[config.mk]
export PLATFORM = sky130hd
export DESIGN_NAME = stream_proto_monitor
export DESIGN_NICKNAME = d
export VERILOG_FILES = /design/src/rtl/pmon_pkg.sv /design/src/rtl/pmon_framing.sv /design/src/rtl/pmon_hold.sv /design/src/rtl/pmon_counters.sv /design/src/rtl/stream_proto_monitor.sv
export SDC_FILE = /design/constraint.sdc
export NUM_CORES = 1
export LEC_CHECK = 0
export ABC_CLOCK_PERIOD_IN_PS = 1900
export BUFFER_PORTS_ARGS = -buffer_cell sky130_fd_sc_hd__buf_2
export CAP_MARGIN = 25
export CORE_ASPECT_RATIO = 0.75
export CORE_MARGIN = 2
export CORE_UTILIZATION = 52
export DETAILED_ROUTE_END_ITERATION = 10
export PLACE_DENSITY = 0.78
export SYNTH_ARGS = -nofsm -noshare
export SYNTH_HDL_FRONTEND = slang
export SYNTH_SLANG_ARGS = --single-unit
[constraint.sdc]
create_clock -name clk -period 1.9 [get_ports clk]
set_input_delay 0.19 -clock clk [delete_from_list [all_inputs] [get_ports clk]]
set_output_delay 0.19 -clock clk [all_outputs]
set_load 0.1 [all_outputs]
[src/rtl/pmon_pkg.sv]
package pmon_pkg;
  localparam int ERR_W    = 3;
  localparam int ERR_MISS = 0;
  localparam int ERR_DUP  = 1;
  localparam int ERR_HOLD = 2;
  typedef logic [ERR_W-1:0] err_vec_t;
endpackage

[src/rtl/pmon_framing.sv]
// Packet-open tracker and framing error detection on accepted beats.
module pmon_framing (
  input  logic clk,
  input  logic rst,
  input  logic acc,
  input  logic sop,
  input  logic eop,
  output logic open_q,
  output logic miss_err,
  output logic dup_err
);
  logic open_d;

  always_comb begin
    miss_err = acc && !sop && !open_q;
    dup_err  = acc && sop && open_q;
    open_d   = open_q;
    if (acc) begin
      if (eop)      open_d = 1'b0;
      else if (sop) open_d = 1'b1;
    end
  end

  always_ff @(posedge clk) begin
    if (rst) open_q <= 1'b0;
    else     open_q <= open_d;
  end
endmodule

[src/rtl/pmon_hold.sv]
// Captures a stalled beat and flags any change before it is taken.
module pmon_hold #(
  parameter int DATA_W  = 32,
  parameter int EMPTY_W = 2
) (
  input  logic               clk,
  input  logic               rst,
  input  logic               valid,
  input  logic               ready,
  input  logic               sop,
  input  logic               eop,
  input  logic [EMPTY_W-1:0] empty,
  input  logic [DATA_W-1:0]  data,
  output logic               hold_err
);
  localparam int SIG_W = DATA_W + EMPTY_W + 2;

  logic [SIG_W-1:0] beat_now, beat_q;
  logic             stalled_q;

  assign beat_now = {sop, eop, empty, data};
  assign hold_err = stalled_q && (!valid || (beat_now != beat_q));

  always_ff @(posedge clk) begin
    if (rst) begin
      stalled_q <= 1'b0;
      beat_q    <= '0;
    end else begin
      stalled_q <= valid && !ready;
      beat_q    <= beat_now;
    end
  end
endmodule

[src/rtl/pmon_counters.sv]
// Bank of wrapping event counters.
module pmon_counters #(
  parameter int CNT_W = 16,
  parameter int NUM   = 2
) (
  input  logic                       clk,
  input  logic                       rst,
  input  logic [NUM-1:0]             inc,
  output logic [NUM-1:0][CNT_W-1:0]  cnt
);
  for (genvar g = 0; g < NUM; g++) begin : g_cnt
    always_ff @(posedge clk) begin
      if (rst)         cnt[g] <= '0;
      else if (inc[g]) cnt[g] <= cnt[g] + CNT_W'(1);
    end
  end
endmodule

[src/rtl/stream_proto_monitor.sv]
module stream_proto_monitor
  import pmon_pkg::*;
#(
  parameter int DATA_W  = 32,
  parameter int EMPTY_W = 2,
  parameter int CNT_W   = 16
) (
  input  logic               clk,
  input  logic               rst,
  input  logic               mon_valid,
  input  logic               mon_ready,
  input  logic               mon_sop,
  input  logic               mon_eop,
  input  logic [EMPTY_W-1:0] mon_empty,
  input  logic [DATA_W-1:0]  mon_data,
  output logic [ERR_W-1:0]   err_sticky,
  output logic               err_pulse,
  output logic               in_packet,
  output logic [CNT_W-1:0]   beat_count,
  output logic [CNT_W-1:0]   pkt_count
);
  localparam int CNT_BEAT = 0;
  localparam int CNT_PKT  = 1;
  localparam int NUM_CNT  = 2;

  logic                          acc;
  logic                          miss_err, dup_err, hold_err;
  err_vec_t                      err_now;
  logic [NUM_CNT-1:0]            cnt_inc;
  logic [NUM_CNT-1:0][CNT_W-1:0] cnt_val;

  assign acc = mon_valid && mon_ready;

  pmon_framing u_framing (
    .clk      (clk),
    .rst      (rst),
    .acc      (acc),
    .sop      (mon_sop),
    .eop      (mon_eop),
    .open_q   (in_packet),
    .miss_err (miss_err),
    .dup_err  (dup_err)
  );

  pmon_hold #(.DATA_W(DATA_W), .EMPTY_W(EMPTY_W)) u_hold (
    .clk      (clk),
    .rst      (rst),
    .valid    (mon_valid),
    .ready    (mon_ready),
    .sop      (mon_sop),
    .eop      (mon_eop),
    .empty    (mon_empty),
    .data     (mon_data),
    .hold_err (hold_err)
  );

  assign cnt_inc[CNT_BEAT] = acc;
  assign cnt_inc[CNT_PKT]  = acc && mon_eop;

  pmon_counters #(.CNT_W(CNT_W), .NUM(NUM_CNT)) u_cnt (
    .clk (clk),
    .rst (rst),
    .inc (cnt_inc),
    .cnt (cnt_val)
  );

  assign beat_count = cnt_val[CNT_BEAT];
  assign pkt_count  = cnt_val[CNT_PKT];

  always_comb begin
    err_now           = '0;
    err_now[ERR_MISS] = miss_err;
    err_now[ERR_DUP]  = dup_err;
    err_now[ERR_HOLD] = hold_err;
  end

  always_ff @(posedge clk) begin
    if (rst) begin
      err_sticky <= '0;
      err_pulse  <= 1'b0;
    end else begin
      err_sticky <= err_sticky | err_now;
      err_pulse  <= |err_now;
    end
  end
endmodule

==> run_results.csv <==
group,metric,value,unit
timing,clock_skew,0.00575,ns
clock_tree,cts_tree,"yes",
synthesis,synth_enable_flop_cells,0,
floorplanning,row_count,24,
setup_path,critPathCaptureType,"register",
final_layout,drive_above_1_share,32.9,%
clock_tree,cts_resized,0,
synthesis,synth.avg_cell_area,9.69,sq um
floorplanning,initial_utilization,52.9,%
final_layout,area_delta_synth_final,24.9,%
setup_path,worstPathRequired,2.17,ns
floorplanning,die_w,92.2,um
placed_design,io_buffers,76,
global_routing,first_global_vias,2254,
routing,vias_per_cell,5.03,
placed_design,pre_cts_slack,0.261,ns
setup_path,path_cells,"ha_1 -> and4_1 -> nand2_2 -> or4_1 -> a21oi_1",
timing,fin_tns_setup,0,ns
timing,final_max_slew_viol_count,0,
power,p_per_area,904,nW/um^2
timing,fmax,592,MHz
timing,rsz0062_at_grt,"false",
floorplanning,die_y,70.2,um
setup_path,crit_slowest_cell,"or4_1",
floorplanning,dieArea,6470,sq um
clock_tree,cts_inserted_buffers,9,
power,ir_worst_vdd,0.477,mV
timing,hold_viol,0,
final_layout,final_area,3790,sq um
timing,min_period_over_period,88.9,%
synthesis,syn_area,3030,sq um
routing,final_antenna_net_count,0,
power,power.leakage,1.54,nW
timing,final-setup-viol-count,0,
synthesis,async_flop_share,0,%
routing,wl,5.88,mm
global_routing,grt_max_degree,35,
placed_design,hpwlAfterDp,4.28,mm
clock_tree,clk_path_buf_depth,2,
final_layout,fillers,475,
setup_path,crit_arrival,1.96,ns
synthesis,yosys_warnings,0,
routing,first_pass_iters,4,
synthesis,ys_top_cells_by_count,"74 x dfxtp_1, 41 x xnor2_1, 36 x nor2b_1",
synthesis,yosysUniqueCellTypes,35,
synthesis,yosysSeqAreaShare,48.8,%
synthesis,ys_ff_latch,74,
clock_tree,clk_pin_slew,0.08,ns
floorplanning,core_area,5740,sq um
final_layout,nNetsFinal,435,
setup_path,critPathKind,"register to register",
placed_design,gp_congestion,0.796,
synthesis,synth_area_leader_cell,"dfxtp_1",
clock_tree,cts_hold_buf,0,
final_layout,antenna_cells,0,
timing,tightestPinTransition,0.632,ns
synthesis,synth.most_common_cell,"dfxtp_1",
global_routing,grt-ovfl-total,0,
synthesis,netlist_instances,313,
synthesis,yosys-top-cells-area,"dfxtp_1 49%, xnor2_1 12%, nor2b_1 7.4%",
clock_tree,cts_root_buffer,"clkbuf_8",
power,power,0.00342,W
clock_tree,worstSkewPairLatency,0.34,ns
timing,min_period,1.69,ns
outcome,status,"finished clean",
routing,num_vias,2396,
routing,routedWlPerCell,12.4,um
placed_design,dp_cells,460,
synthesis,synth_nets,355,
routing,drt_iter0_markers,57,
routing,drc,0,
job,drv_cap,0,
clock_tree,cts_setup_buffers,0,
synthesis,synth_top_area_share,48.8,%
clock_tree,h-tree-depth,3,
setup_path,max_stage_delay,0.51,ns
synthesis,yosys_most_used_dff,"dfxtp_1",
placed_design,placed_cell_area,3540,sq um
hold_path,hold_path_class,"primary input to register",
global_routing,grt_util_all_layers,19.8,%
clock_tree,cts_sinks,74,
timing,setup_ws,0.211,ns
global_routing,grt_first_pass_wirelength,9.99,mm
setup_path,cp_max_fo,6,
final_layout,final_cell_count_no_fill,476,
global_routing,antenna_found_initial,0,
setup_path,startpoint_type,"register",
floorplanning,ios,77,
timing,max-slew-margin-rel,56.8,%
## cell families (layout without fill, tap and decap cells)
family	after synthesis	count (layout)	synth area share, %
simple gates	132	132	25.6
flops	74	74	48.8
xor+xnor	52	52	15.0
compound gates	38	38	7.42
buf+inv	14	99	2.02
fa+ha+maj	2	2	0.825
mux	1	1	0.330
## cell usage in the layout (no fill, tap or decap)
| master | n |
|---|---|
| inv_1 | 2 |
| nand4_4 | 2 |
| a31oi_1 | 1 |
| nor4_1 | 2 |
| o21ai_0 | 7 |
| o21bai_1 | 1 |
| o31ai_1 | 8 |
| clkbuf_8 | 11 |
| buf_2 | 76 |
| xor2_1 | 11 |
| or3_1 | 4 |
| and3_1 | 5 |
| bufinv_16 | 3 |
| and2_1 | 2 |
| a41oi_1 | 2 |
| ha_1 | 2 |
| clkbuf_1 | 1 |
| and4_4 | 2 |
| xnor2_1 | 41 |
| nor3_1 | 2 |
| nor2_1 | 20 |
| buf_4 | 5 |
| clkinvlp_4 | 1 |
| a2111oi_0 | 1 |
| nand2_1 | 17 |
| nor3b_1 | 1 |
| dfxtp_2 | 24 |
| nand3_1 | 13 |
| or2_2 | 1 |
| or3_2 | 2 |
| and4_1 | 3 |
| mux2i_1 | 1 |
| a21oi_1 | 18 |
| nand4_1 | 11 |
| or4_1 | 8 |
| nor2b_1 | 36 |
| dfxtp_1 | 47 |
| dfxtp_4 | 3 |
| nand2_2 | 1 |
## final timing paths
check / from / to / slack [ns] / depth (start not counted)
max: u_cnt.cnt[16] / u_cnt.cnt[28] / 0.21 / 5
min: mon_data[19] / u_hold.beat_q[19] / 0.08 / 2
max reg2reg: u_cnt.cnt[16] / u_cnt.cnt[28] / 0.21 / 5
min reg2reg: err_sticky[0] / err_sticky[0] / 0.48 / 2
## worst max-delay path: cells and delay by family (launching register included)
kind / cells / cell delay [ns]
flip-flops: 1 / 0.37
AO/OA/AOI/OAI: 1 / 0.15
adder cells (fa/ha/maj): 1 / 0.13
AND/OR/NAND/NOR: 3 / 0.95
## state kept, by name, summed over array words and instances, names as in the netlist
name	flops
err_pulse	1
u_hold.beat_q	36
u_hold.stalled_q	1
u_cnt.cnt	32
err_sticky	3
u_framing.open_q	1
## routing by layer
layer | vias to the layer above | wire (um) | track usage, %
met2 | 51 | 2680 | 31.3
li1 | 1244 | - | -
met4 | 0 | 65 | 6.80
met3 | 6 | 328 | 7.77
met1 | 1095 | 2810 | 24.9
met5 | - | 0 | 0
## metrics by stage
step	util, %	hold WS [ns]
4_1_cts	66.1	0.0664
5_1_grt	66.1	0.0596
6_report	66.1	0.0786
2_1_floorplan	-	0.266
3_3_place_gp	61.7	0.427
3_5_place_dp	61.7	0.432
## final cells by class
| class | instances | area [sq um] | area share (%) |
|---|---|---|---|
| Sequential cell | 74 | 1520 | 40.2 |
| Multi-Input combinational cell | 225 | 1490 | 39.4 |
| Timing Repair Buffer | 81 | 418 | 11.0 |
| Clock buffer | 12 | 155 | 4.09 |
| Clock inverter | 4 | 97.6 | 2.58 |
| Tap cell | 78 | 97.6 | 2.58 |
| Inverter | 2 | 7.51 | 0.198 |
## where the power goes
group | leakage, nW | switching, W | internal (W)
Clock | 0.123 | 0.000558 | 0.000945
Sequential | 0.622 | 0.0000266 | 0.00160
Combinational | 0.792 | 0.000170 | 0.000127
Power figures use the tool's default switching activity.
